[config.mk]
export PLATFORM = sky130hd
export DESIGN_NAME = ifd_top
export DESIGN_NICKNAME = d
export VERILOG_FILES = /design/src/rtl/ifd_pkg.sv /design/src/rtl/ifd_decode.sv /design/src/rtl/ifd_flag_cell.sv /design/src/rtl/ifd_strobe_bank.sv /design/src/rtl/ifd_top.sv
export SDC_FILE = /design/constraint.sdc
export NUM_CORES = 1
export LEC_CHECK = 0
export BUFFER_PORTS_ARGS = -buffer_cell sky130_fd_sc_hd__buf_2
export CAP_MARGIN = 20
export CORE_AREA = 2 2 39 41
export CTS_BUF_LIST = sky130_fd_sc_hd__clkbuf_16
export DETAILED_ROUTE_END_ITERATION = 7
export DIE_AREA = 0 0 41 43
export SYNTH_ARGS = -nofsm -noshare
export SYNTH_HDL_FRONTEND = slang
export SYNTH_SLANG_ARGS = --single-unit
[constraint.sdc]
create_clock -name clk -period 0.8 [get_ports clk]
set_input_delay 0.04 -clock clk [delete_from_list [all_inputs] [get_ports clk]]
set_output_delay 0.04 -clock clk [all_outputs]
set_load 0.05 [all_outputs]
[src/rtl/ifd_pkg.sv]
package ifd_pkg;
    localparam int OPW      = 10;
    localparam int N_STROBE = 2;
    localparam int N_LDFLAG = 3;

    // operand position of each function
    localparam int POS_GRP_CLR = 1;
    localparam int POS_BZ_CLR  = 2;
    localparam int POS_BZ_SET  = 3;
    localparam int POS_HWLOAD  = 4;
    localparam int POS_SELECT  = 7;
    localparam int POS_SET_A   = 8;
    localparam int POS_SET_B   = 9;
    localparam int POS_SET_PAR = 0;

    // strobe bank slots
    localparam int STB_HWLOAD = 0;
    localparam int STB_SELECT = 1;

    typedef struct packed {
        logic [N_LDFLAG-1:0] set_ld;   // {par, b, a}
        logic                clr_grp;
        logic                set_bz;
        logic                clr_bz;
        logic [N_STROBE-1:0] fire;
    } ifd_act_t;
endpackage

[src/rtl/ifd_decode.sv]
module ifd_decode
    import ifd_pkg::*;
(
    input  logic           exec_i,
    input  logic [OPW-1:0] operand_i,
    output ifd_act_t       act_o
);
    always_comb begin
        act_o                     = '0;
        act_o.set_ld[0]           = exec_i & operand_i[POS_SET_A];
        act_o.set_ld[1]           = exec_i & operand_i[POS_SET_B];
        act_o.set_ld[2]           = exec_i & operand_i[POS_SET_PAR];
        act_o.clr_grp             = exec_i & operand_i[POS_GRP_CLR];
        act_o.set_bz              = exec_i & operand_i[POS_BZ_SET];
        act_o.clr_bz              = exec_i & operand_i[POS_BZ_CLR];
        act_o.fire[STB_HWLOAD]    = exec_i & operand_i[POS_HWLOAD];
        act_o.fire[STB_SELECT]    = exec_i & operand_i[POS_SELECT];
    end
endmodule

[src/rtl/ifd_flag_cell.sv]
module ifd_flag_cell #(
    parameter bit HAS_LOAD = 1'b1
) (
    input  logic clk,
    input  logic rst,
    input  logic set_i,
    input  logic clr_i,
    input  logic ld_en_i,
    input  logic ld_val_i,
    output logic q_o
);
    logic ld_go;

    generate
        if (HAS_LOAD) begin : g_ld
            assign ld_go = ld_en_i;
        end else begin : g_no_ld
            assign ld_go = 1'b0 & ld_en_i & ld_val_i;
        end
    endgenerate

    always_ff @(posedge clk) begin
        if (rst)        q_o <= 1'b0;
        else if (ld_go) q_o <= ld_val_i;
        else if (set_i) q_o <= 1'b1;
        else if (clr_i) q_o <= 1'b0;
    end
endmodule

[src/rtl/ifd_strobe_bank.sv]
module ifd_strobe_bank #(
    parameter int N = 2
) (
    input  logic         clk,
    input  logic         rst,
    input  logic [N-1:0] fire_i,
    output logic [N-1:0] pulse_o
);
    generate
        for (genvar k = 0; k < N; k++) begin : g_stb
            always_ff @(posedge clk) begin
                if (rst) pulse_o[k] <= 1'b0;
                else     pulse_o[k] <= fire_i[k];
            end
        end
    endgenerate
endmodule

[src/rtl/ifd_top.sv]
module ifd_top
    import ifd_pkg::*;
(
    input  logic           clk,
    input  logic           rst,
    input  logic           exec_i,
    input  logic [OPW-1:0] operand_i,
    input  logic           ld_en_i,
    input  logic           ld_cb_a_i,
    input  logic           ld_cb_b_i,
    input  logic           ld_par_i,
    output logic           cb_a_o,
    output logic           cb_b_o,
    output logic           par_o,
    output logic           buzz_o,
    output logic           hwload_req_o,
    output logic           sel_pulse_o
);
    ifd_act_t              act;
    logic [N_LDFLAG-1:0]   ld_vals;
    logic [N_LDFLAG-1:0]   flag_q;
    logic [N_STROBE-1:0]   pulses;

    assign ld_vals = {ld_par_i, ld_cb_b_i, ld_cb_a_i};

    ifd_decode u_dec (
        .exec_i    (exec_i),
        .operand_i (operand_i),
        .act_o     (act)
    );

    generate
        for (genvar f = 0; f < N_LDFLAG; f++) begin : g_flag
            ifd_flag_cell #(.HAS_LOAD(1'b1)) u_cell (
                .clk      (clk),
                .rst      (rst),
                .set_i    (act.set_ld[f]),
                .clr_i    (act.clr_grp),
                .ld_en_i  (ld_en_i),
                .ld_val_i (ld_vals[f]),
                .q_o      (flag_q[f])
            );
        end
    endgenerate

    ifd_flag_cell #(.HAS_LOAD(1'b0)) u_buzz (
        .clk      (clk),
        .rst      (rst),
        .set_i    (act.set_bz),
        .clr_i    (act.clr_bz),
        .ld_en_i  (1'b0),
        .ld_val_i (1'b0),
        .q_o      (buzz_o)
    );

    ifd_strobe_bank #(.N(N_STROBE)) u_stb (
        .clk     (clk),
        .rst     (rst),
        .fire_i  (act.fire),
        .pulse_o (pulses)
    );

    assign cb_a_o       = flag_q[0];
    assign cb_b_o       = flag_q[1];
    assign par_o        = flag_q[2];
    assign hwload_req_o = pulses[STB_HWLOAD];
    assign sel_pulse_o  = pulses[STB_SELECT];
endmodule

==> metrics, run 1 <==
post-route clock period utilization 103.8%; Area growth, synth to finish 92.75%; CTS resizes 9; proportion of power drawn by combinational gates 15.0%; die area 0.001763 mm^2; antenna violations before repair 0; clk buf depth 2; vias 268; Core ar. 0.001384 mm^2; first-pass detailed-route iteration total 2; PwrDens 2686 mW/mm^2; P_int 1.050 mW; H-Tree Depth 1; LEAKAGE 0.2501 nW; critical path class flop to flop; Min-Delay Endpoint u_buzz.q_o$_SDFFE_PP0P_; Slew @ Worst Pin 0.1838 ns; Reg2Reg Depth 2; r2r startpoint g_flag[2].u_cell.q_o$_SDFFE_PP0P_; Final ANT Viol Nets 0; fin nets 65; max_slew headroom 87.75%; Yosys top cell area share 46.38%; Max Transition Viols Final 0; die boundary height 43 um; # port buffers 20; Mapped Cells 24; HP Start operand_i[3]; outcome finished, violations left; Avg Cell Area, Syn 10.79 um^2; DR vias/cell 4.254; Critical Path AT 0.97 ns; Hold Path Class input pin to flop; WL/cell 9.762 um; Total Wirelength 615 um; remaining global-route overflow 0; min Tclk post-route 0.8306 ns; diodes inserted 0; CTS root buffer clkbuf_16; routability cong. 0.6338; slowest cell on the critical path dfxtp_4; first-pass GRT wire length 966 um; Tot GR Track Use 8.862%; fraction of layout cells with a size suffix above 1 72.34%; clock sink count 6; Setup WS post-layout -0.03064 ns; Ports 23; CTS Buf Count 3; sw power 291.3 uW; unrepaired setup endpoints after global routing yes; clock latency at the later pin of the worst-skew pair 0.23 ns; worst vdd ir 1.259 mV; Largest stage delay, worst path 0.34 ns; Post-CTS Hold Buffers 0; area leader, netlist dfxtp_1; Site Rows 14; reg2reg setup slack -0.03 ns; vias in the first global route 253; setup bufs post-CTS 0; Clk network pwr share 60.8%; reg2reg end g_flag[2].u_cell.q_o$_SDFFE_PP0P_; Layout Skew 0 ns; flops & latches, synth 6; hold path depth 3; Data required, critical path 0.94 ns; violated checks negative setup slack; Max FO, Critical Path 2; pin count of the biggest net entering global routing 11; count of cell types in the netlist 10; Mapped Nets 41; CP top delay family compound AO/OA/AOI/OAI gates; crit end category flop; fmax 1.204 GHz; switching share of power 21.72%; Synth Warn # 0; CTS tree built; clock transition at the registers of the reported paths 0.03 ns; drc violations 0; Cell Chain, Critical Path a21bo_4 > a221oi_2; Post-Syn Area 259.0 um^2; register area share after synthesis 46.38%; final setup fails 3; final hold vios 0; CP bufs+invs 0; main area contributors after synthesis dfxtp_1 (46%), a21bo_1 (7.7%), a21bo_2 (7.7%); Fin Setup TNS -0.04001 ns; Hold Slack 0.04929 ns; maxcap violations 0; Initial Utilization 18.72%; Seq pwr share 24.3%; CP startpoint kind flop; Critical path origin g_flag[2].u_cell.q_o$_SDFFE_PP0P_; initial drt markers 3; Die X-Extent 41 um
[how the worst max path moves through the flow]
stage,cells after the start,to
6_report,2,g_flag[2].u_cell.q_o$_SDFFE_PP0P_
5_1_grt,2,g_flag[0].u_cell.q_o$_SDFFE_PP0P_
4_1_cts,2,g_flag[2].u_cell.q_o$_SDFFE_PP0P_
3_5_place_dp,2,g_flag[1].u_cell.q_o$_SDFFE_PP0P_
3_3_place_gp,2,g_flag[0].u_cell.q_o$_SDFFE_PP0P_
2_1_floorplan,2,g_flag[0].u_cell.q_o$_SDFFE_PP0P_
[worst register-to-register path, delay by kind of cell (launching register included)]
family / cells / cell delay, ns
compound gates: 2 / 0.41
flops: 1 / 0.34
[cells by family after synthesis]
family / share of synthesized area, %
DFF: 46.38
AOI/OAI and AO/OA: 35.75
and+or+nand+nor: 9.178
buffers and inverters: 8.695
[power by group through the flow]
stage	clock network [mW]	registers, mW	logic [mW]
after floorplan	0	0.396	0.0496
after global placement	0	0.327	0.176
after detailed placement	0	0.328	0.176
after CTS	0.843	0.325	0.200
after global routing	0.858	0.327	0.216
final	0.815	0.325	0.201
[cells in the mapped netlist (all sizes together)]
cell type / instances
a21oi: 4
a221oi: 3
and3b: 2
dfxtp: 6
inv: 3
nand2: 1
a21bo: 4
buf: 1
[metal layers]
layer	track usage [%]	routed length (um)	share of wire (%)	up-vias
met3	7.853	90	15	0
met2	12.19	261	42	15
met4	4.000	0	0	0
met1	9.091	263	43	118
li1	-	-	-	135
met5	0	0	0	-
[stage by stage]
stage / util [%] / power [mW] / setup WS [ns] / std cells / cell area [um^2]
3_5_place_dp: 27.67 / 0.5043 / -0.03591 / 59 / 382.9
5_1_grt: 36.08 / 1.401 / -0.06015 / 63 / 499.2
4_1_cts: 35.80 / 1.368 / -0.02493 / 63 / 495.5
2_1_floorplan: - / 0.4453 / -0.1309 / 24 / 274.0
3_3_place_gp: 27.67 / 0.5028 / -0.01965 / 59 / 382.9
6_report: 36.08 / 1.341 / -0.03064 / 63 / 499.2
[area by class of cell]
| class | count | area (um^2) |
|---|---|---|
| clock inverter | 1 | 3.754 |
| inverter | 3 | 11.26 |
| tap | 16 | 20.02 |
| timing repair buffer | 20 | 118.9 |
| clock buffer | 3 | 75.07 |
| fill | 149 | 884.6 |
| multi-input combinational | 14 | 135.1 |
| sequential | 6 | 135.1 |
[registers in the layout, indices dropped and copies added (netlist names)]
register           count
u_stb.pulse_o          2
g_flag.u_cell.q_o      3
u_buzz.q_o             1
[placed cells by master (no fill, tap or decap)]
| master | synthesis | final |
|---|---|---|
| clkbuf_16 | 0 | 3 |
| a21bo_2 | 2 | 1 |
| a21bo_4 | 0 | 1 |
| dfxtp_1 | 6 | 2 |
| buf_2 | 0 | 14 |
| nand2_1 | 1 | 1 |
| buf_4 | 0 | 5 |
| inv_1 | 3 | 4 |
| a21oi_1 | 4 | 4 |
| buf_6 | 1 | 1 |
| dfxtp_4 | 0 | 4 |
| a221oi_2 | 1 | 3 |
| and3b_2 | 2 | 2 |
| a21bo_1 | 2 | 2 |
Note: power is estimated with default switching activity, not from simulation.
==> run 2, diff against run 1 <==
--- a/config.mk
+++ b/config.mk
@@ -8,7 +8,7 @@
 export BUFFER_PORTS_ARGS = -buffer_cell sky130_fd_sc_hd__buf_2
 export CAP_MARGIN = 20
 export CORE_AREA = 2 2 39 41
-export CTS_BUF_LIST = sky130_fd_sc_hd__clkbuf_16
+export CTS_BUF_LIST = sky130_fd_sc_hd__clkbuf_4
 export DETAILED_ROUTE_END_ITERATION = 7
 export DIE_AREA = 0 0 41 43
 export SYNTH_ARGS = -nofsm -noshare
==> run 2 against run 1 <==
Effect of this change: the flow still finishes with violations (negative setup slack); final area fell by 6.0%; non-clock buffer count did not move; via count is the same; worst setup slack got worse by 0.0034 ns; combinational power is 5% higher; clock skew unchanged; first-iteration DRC count fell by 100%; sequential share of layout area up 1.7 points; critical path depth did not move; highest routed layer unchanged.
==> metrics, run 2 (same netlist as run 1, synthesis figures left out) <==
Die X-Extent 41 um (unchanged); WL/cell 9.825 um (+0.65%); CP startpoint kind flop; Hold Slack 0.03373 ns (-0.01556 ns); CTS tree built; fmax 1.199 GHz (-0.41%); antenna violations before repair 0 (unchanged); Area growth, synth to finish 81.16%; die boundary height 43 um (unchanged); Initial Utilization 18.72% (unchanged); Final ANT Viol Nets 0 (unchanged); vias in the first global route 256 (+1.2%); routability cong. 0.6338 (unchanged); max reg flops 3 (unchanged); commonest non-fill, non-tap cells in the layout buf_2 (14), a21oi_1 (4), clkbuf_4 (4), dfxtp_4 (4), buf_6 (4); H-Tree Depth 1 (unchanged); diodes inserted 0 (unchanged); Site Rows 14 (unchanged); Fin Setup TNS -0.06353 ns (-0.02352 ns); outcome finished, violations left; final setup fails 3 (unchanged); min Tclk post-route 0.8340 ns (+0.003380 ns); die area 0.001763 mm^2 (unchanged); DR vias/cell 4.254 (unchanged); Post-CTS Hold Buffers 0 (unchanged); fillers 150 (+0.67%); Tot GR Track Use 8.963% (+0.10 points); Core ar. 0.001384 mm^2 (unchanged); first-pass GRT wire length 979 um (+1.3%); fraction of layout cells with a size suffix above 1 74.47% (+2.1 points); Ports 23 (unchanged); busiest layer in global routing met2; met2 GRT Util 12.19% (unchanged); Max Transition Viols Final 0 (unchanged); critical path class flop to flop; clk buf depth 2 (unchanged); Setup WS post-layout -0.03402 ns (-0.003380 ns); Layout Skew 0 ns (unchanged); Slew @ Worst Pin 0.1837 ns (-0.00006747 ns); commonest non-fill, non-tap cell in the layout buf_2; Final Cell Area 469.2 um^2 (-6.0%); crit end category flop; PwrDens 1859 mW/mm^2 (-31%); drc violations 0 (unchanged); max_slew headroom 87.75% (about the same); Placed Area 382.9 um^2 (unchanged); Hold Path Class input pin to flop; maxcap violations 0 (unchanged); Non-Filler Instances 63 (unchanged); remaining global-route overflow 0 (unchanged); CTS resizes 11 (+2); CTS root buffer clkbuf_4; clock sink count 6 (unchanged); Max FO, Critical Path 2 (unchanged); hold path depth 3 (unchanged); Cells after DPL 59 (unchanged); met3 Usage GRT 8.377% (+0.52 points); worst vdd ir 0.9320 mV (-26%); Data required, critical path 0.96 ns (+0.02 ns); pin count of the biggest net entering global routing 11 (unchanged); final hold vios 0 (unchanged); Reg2Reg Depth 2 (unchanged); first-pass detailed-route iteration total 1 (-1); clock latency at the later pin of the worst-skew pair 0.24 ns (about the same); clock transition at the registers of the reported paths 0.05 ns (+0.02 ns); unrepaired setup endpoints after global routing yes; post-route clock period utilization 104.3% (+0.42 points); M1 GR Usage 9.091% (unchanged); vias 268 (unchanged); initial drt markers 0 (-3); violated checks negative setup slack; CTS Buf Count 3 (unchanged); total power 872.2 uW (-35%); # port buffers 20 (unchanged); setup bufs post-CTS 0 (unchanged); LEAKAGE 0.2310 nW (-7.6%); largest registers g_flag.u_cell.q_o (3), u_stb.pulse_o (2), u_buzz.q_o (1); fin nets 65 (unchanged); Total Wirelength 619 um (+0.65%); Critical Path AT 0.99 ns (+0.02 ns); Reg with most FFs g_flag.u_cell.q_o
[run 2: path summary, 6_finish.rpt]
path	from	endpoint	slack, ns
max reg2reg	g_flag[2].u_cell.q_o$_SDFFE_PP0P_	g_flag[2].u_cell.q_o$_SDFFE_PP0P_	-0.03
min reg2reg	g_flag[2].u_cell.q_o$_SDFFE_PP0P_	g_flag[2].u_cell.q_o$_SDFFE_PP0P_	0.59
max	g_flag[2].u_cell.q_o$_SDFFE_PP0P_	g_flag[2].u_cell.q_o$_SDFFE_PP0P_	-0.03
min	operand_i[3]	u_buzz.q_o$_SDFFE_PP0P_	0.03
[run 2: layout make-up]
class	count	area, um^2	share of cell area, %
Multi-Input combinational cell	14	135.1	28.80
Tap cell	16	20.02	4.267
Sequential cell	6	135.1	28.80
Clock buffer	4	30.03	6.400
Timing Repair Buffer	20	137.6	29.33
Inverter	3	11.26	2.400
[run 2: where the power goes]
group	leakage, nW	switching, mW	internal [mW]
Combinational	0.161	0.116	0.0953
Sequential	0.0521	0.0110	0.316
Clock	0.0184	0.111	0.223
Total	0.231	0.238	0.634
[run 2: routing by layer]
layer / vias to the layer above / part of all wire (%)
li1: 135 / -
met1: 118 / 42
met2: 15 / 45
met3: 0 / 13
met4: 0 / 0
met5: - / 0
[run 2: per-stage QoR]
stage / util (%) / worst slack, ns
finish: 33.91 / -0.03402
global route: 33.91 / -0.07059
floorplan: - / -0.1309
CTS: 32.64 / -0.03254
global placement: 27.67 / -0.01965
detailed placement: 27.67 / -0.03591
[run 2: worst max-delay path, stage by stage, from the launching register on]
cell,delay [ns]
dfxtp_4,0.34
a21bo_4,0.21
a221oi_2,0.19
==> run 3, diff against run 2 <==
--- a/config.mk
+++ b/config.mk
@@ -5,6 +5,7 @@
 export SDC_FILE = /design/constraint.sdc
 export NUM_CORES = 1
 export LEC_CHECK = 0
+export ABC_CLOCK_PERIOD_IN_PS = 1000
 export BUFFER_PORTS_ARGS = -buffer_cell sky130_fd_sc_hd__buf_2
 export CAP_MARGIN = 20
 export CORE_AREA = 2 2 39 41
==> constraint.sdc (replaced) <==
create_clock -name clk -period 1 [get_ports clk]
set_input_delay 0.05 -clock clk [delete_from_list [all_inputs] [get_ports clk]]
set_output_delay 0.05 -clock clk [all_outputs]
set_load 0.05 [all_outputs]
==> run 3 against run 2 <==
Effect of this change: the run now ends clean; utilization fell by 4.6 points; die area did not move; sequential share of layout area rose by 2.7 points; first-iteration DRC count rose by 2; largest cell class is now registers; largest power group unchanged; highest routed layer unchanged.
==> metrics, run 3 (same netlist as run 1, synthesis figures left out) <==
Largest stage delay, worst path 0.34 ns (about the same); post-route clock period utilization 88.21%; Max FO, Critical Path 2 (unchanged); Core ar. 0.001384 mm^2 (unchanged); clock sink count 6 (unchanged); sw power 183.2 uW (-23%); Total Wirelength 587 um (-5.2%); CTS Buf Count 3 (unchanged); Critical Path AT 0.83 ns (-0.16 ns); proportion of power drawn by combinational gates 20.9% (-3.3 points); Data required, critical path 0.95 ns (about the same); area occupied by multi-input gates 116.4 um^2 (-14%); Hold Slack 0.03900 ns (+0.005274 ns); H-Tree Depth 1 (unchanged); die area 0.001763 mm^2 (unchanged); final hold vios 0 (unchanged); CTS root buffer clkbuf_4; CP top delay family flip-flops; Die X-Extent 41 um (unchanged); switching share of power 27.34% (+0.037 points); PwrDens 1653 mW/mm^2 (-11%); CTS resizes 0 (-11); first-pass GRT wire length 869 um (-11%); Max Transition Viols Final 0 (unchanged); Ports 23 (unchanged); fin nets 65 (unchanged); clock latency at the later pin of the worst-skew pair 0.25 ns (about the same); Seq pwr share 39.0% (+1.5 points); clk buf depth 2 (unchanged); Final ANT Viol Nets 0 (unchanged); first-pass detailed-route iteration total 4 (+3); setup bufs post-CTS 0 (unchanged); Layout Skew 0 ns (unchanged); unrepaired setup endpoints after global routing no; commonest non-fill, non-tap cells in the layout buf_2 (20), a21oi_1 (4), clkbuf_4 (4); fmax 1.134 GHz; Initial Utilization 18.72% (unchanged); CP startpoint kind flop; Hold Path Class input pin to flop; max_slew headroom 83.44% (-4.3 points); vias 259 (-3.4%); crit end category primary output; dpl hpwl 468 um; Area growth, synth to finish 56.52%; slowest cell on the critical path dfxtp_4; P_int 486.7 uW (-23%); Fin Setup TNS 0 ns (+0.06353 ns); remaining global-route overflow 0 (unchanged); DR vias/cell 4.111 (-3.4%); commonest non-fill, non-tap cell in the layout buf_2; Clk network pwr share 40.1% (+1.8 points); Tot GR Track Use 8.141% (-0.82 points); Site Rows 14 (unchanged); CP bufs+invs 1 (+1); total power 669.9 uW (-23%); diodes inserted 0 (unchanged); critical path class flop to primary output; Post-CTS Hold Buffers 0 (unchanged); Cell Chain, Critical Path buf_2; pin count of the biggest net entering global routing 11 (unchanged); fillers 151 (+0.67%); largest registers g_flag.u_cell.q_o (3), u_stb.pulse_o (2), u_buzz.q_o (1); worst vdd ir 0.4197 mV (-55%); vias in the first global route 236 (-7.8%); Slew @ Worst Pin 0.2502 ns (+0.06647 ns); outcome complete, no violations; fraction of layout cells with a size suffix above 1 70.21% (-4.3 points); Reg with most FFs g_flag.u_cell.q_o; min Tclk post-route 0.8821 ns; Non-Filler Instances 63 (unchanged); Cells after DPL 59 (unchanged); drc violations 0 (unchanged); WL/cell 9.317 um (-5.2%); CTS tree built; initial drt markers 2 (+2); Final Util 29.29% (-4.6 points); die boundary height 43 um (unchanged); # port buffers 20 (unchanged); maxcap violations 0 (unchanged); routability cong. 0.6155 (-2.9%); clock transition at the registers of the reported paths 0.05 ns (about the same); max reg flops 3 (unchanged); final setup fails 0 (-3); LEAKAGE 0.2172 nW (-6.0%); antenna violations before repair 0 (unchanged); register area 127.6 um^2 (-5.6%)
[run 3: layout make-up]
cell class                 instances  share of cell area, %
clock buffer                       4                  7.407
tap                               16                  4.938
sequential                         6                  31.48
timing repair buffer              20                  24.69
multi-input combinational         14                  28.70
inverter                           3                  2.778
[run 3: power by group through the flow]
stage	clock, mW	sequential (mW)	combinational, mW
4_1_cts	0.284	0.261	0.142
6_report	0.269	0.261	0.140
3_3_place_gp	0	0.266	0.139
3_5_place_dp	0	0.266	0.142
2_1_floorplan	0	0.320	0.0397
5_1_grt	0.304	0.263	0.150
[run 3: path summary, 6_finish.rpt]
kind                                                   startpoint                                 to  slack, ns  cells after the start
worst min-delay path                                          rst  g_flag[2].u_cell.q_o$_SDFFE_PP0P_       0.04                      2
worst min register to register            u_buzz.q_o$_SDFFE_PP0P_            u_buzz.q_o$_SDFFE_PP0P_       0.57                      2
worst max-delay path            g_flag[1].u_cell.q_o$_SDFFE_PP0P_                             cb_b_o       0.12                      1
worst max register to register  g_flag[1].u_cell.q_o$_SDFFE_PP0P_  g_flag[1].u_cell.q_o$_SDFFE_PP0P_       0.18                      2
[run 3: through the flow]
step / instance area [um^2] / worst slack (ns)
5_1_grt: 405.4 / 0.07850
4_1_cts: 405.4 / 0.1019
3_3_place_gp: 375.4 / 0.1867
2_1_floorplan: 266.5 / -0.0008252
6_report: 405.4 / 0.1179
3_5_place_dp: 375.4 / 0.1671
[run 3: metal layers]
layer	vias up	global-route usage (%)	wire, um	part of all wire (%)
met3	0	4.712	63	11
met4	0	8.000	0	0
met5	-	0	0	0
met2	9	11.56	284	48
li1	134	-	-	-
met1	116	7.419	239	41
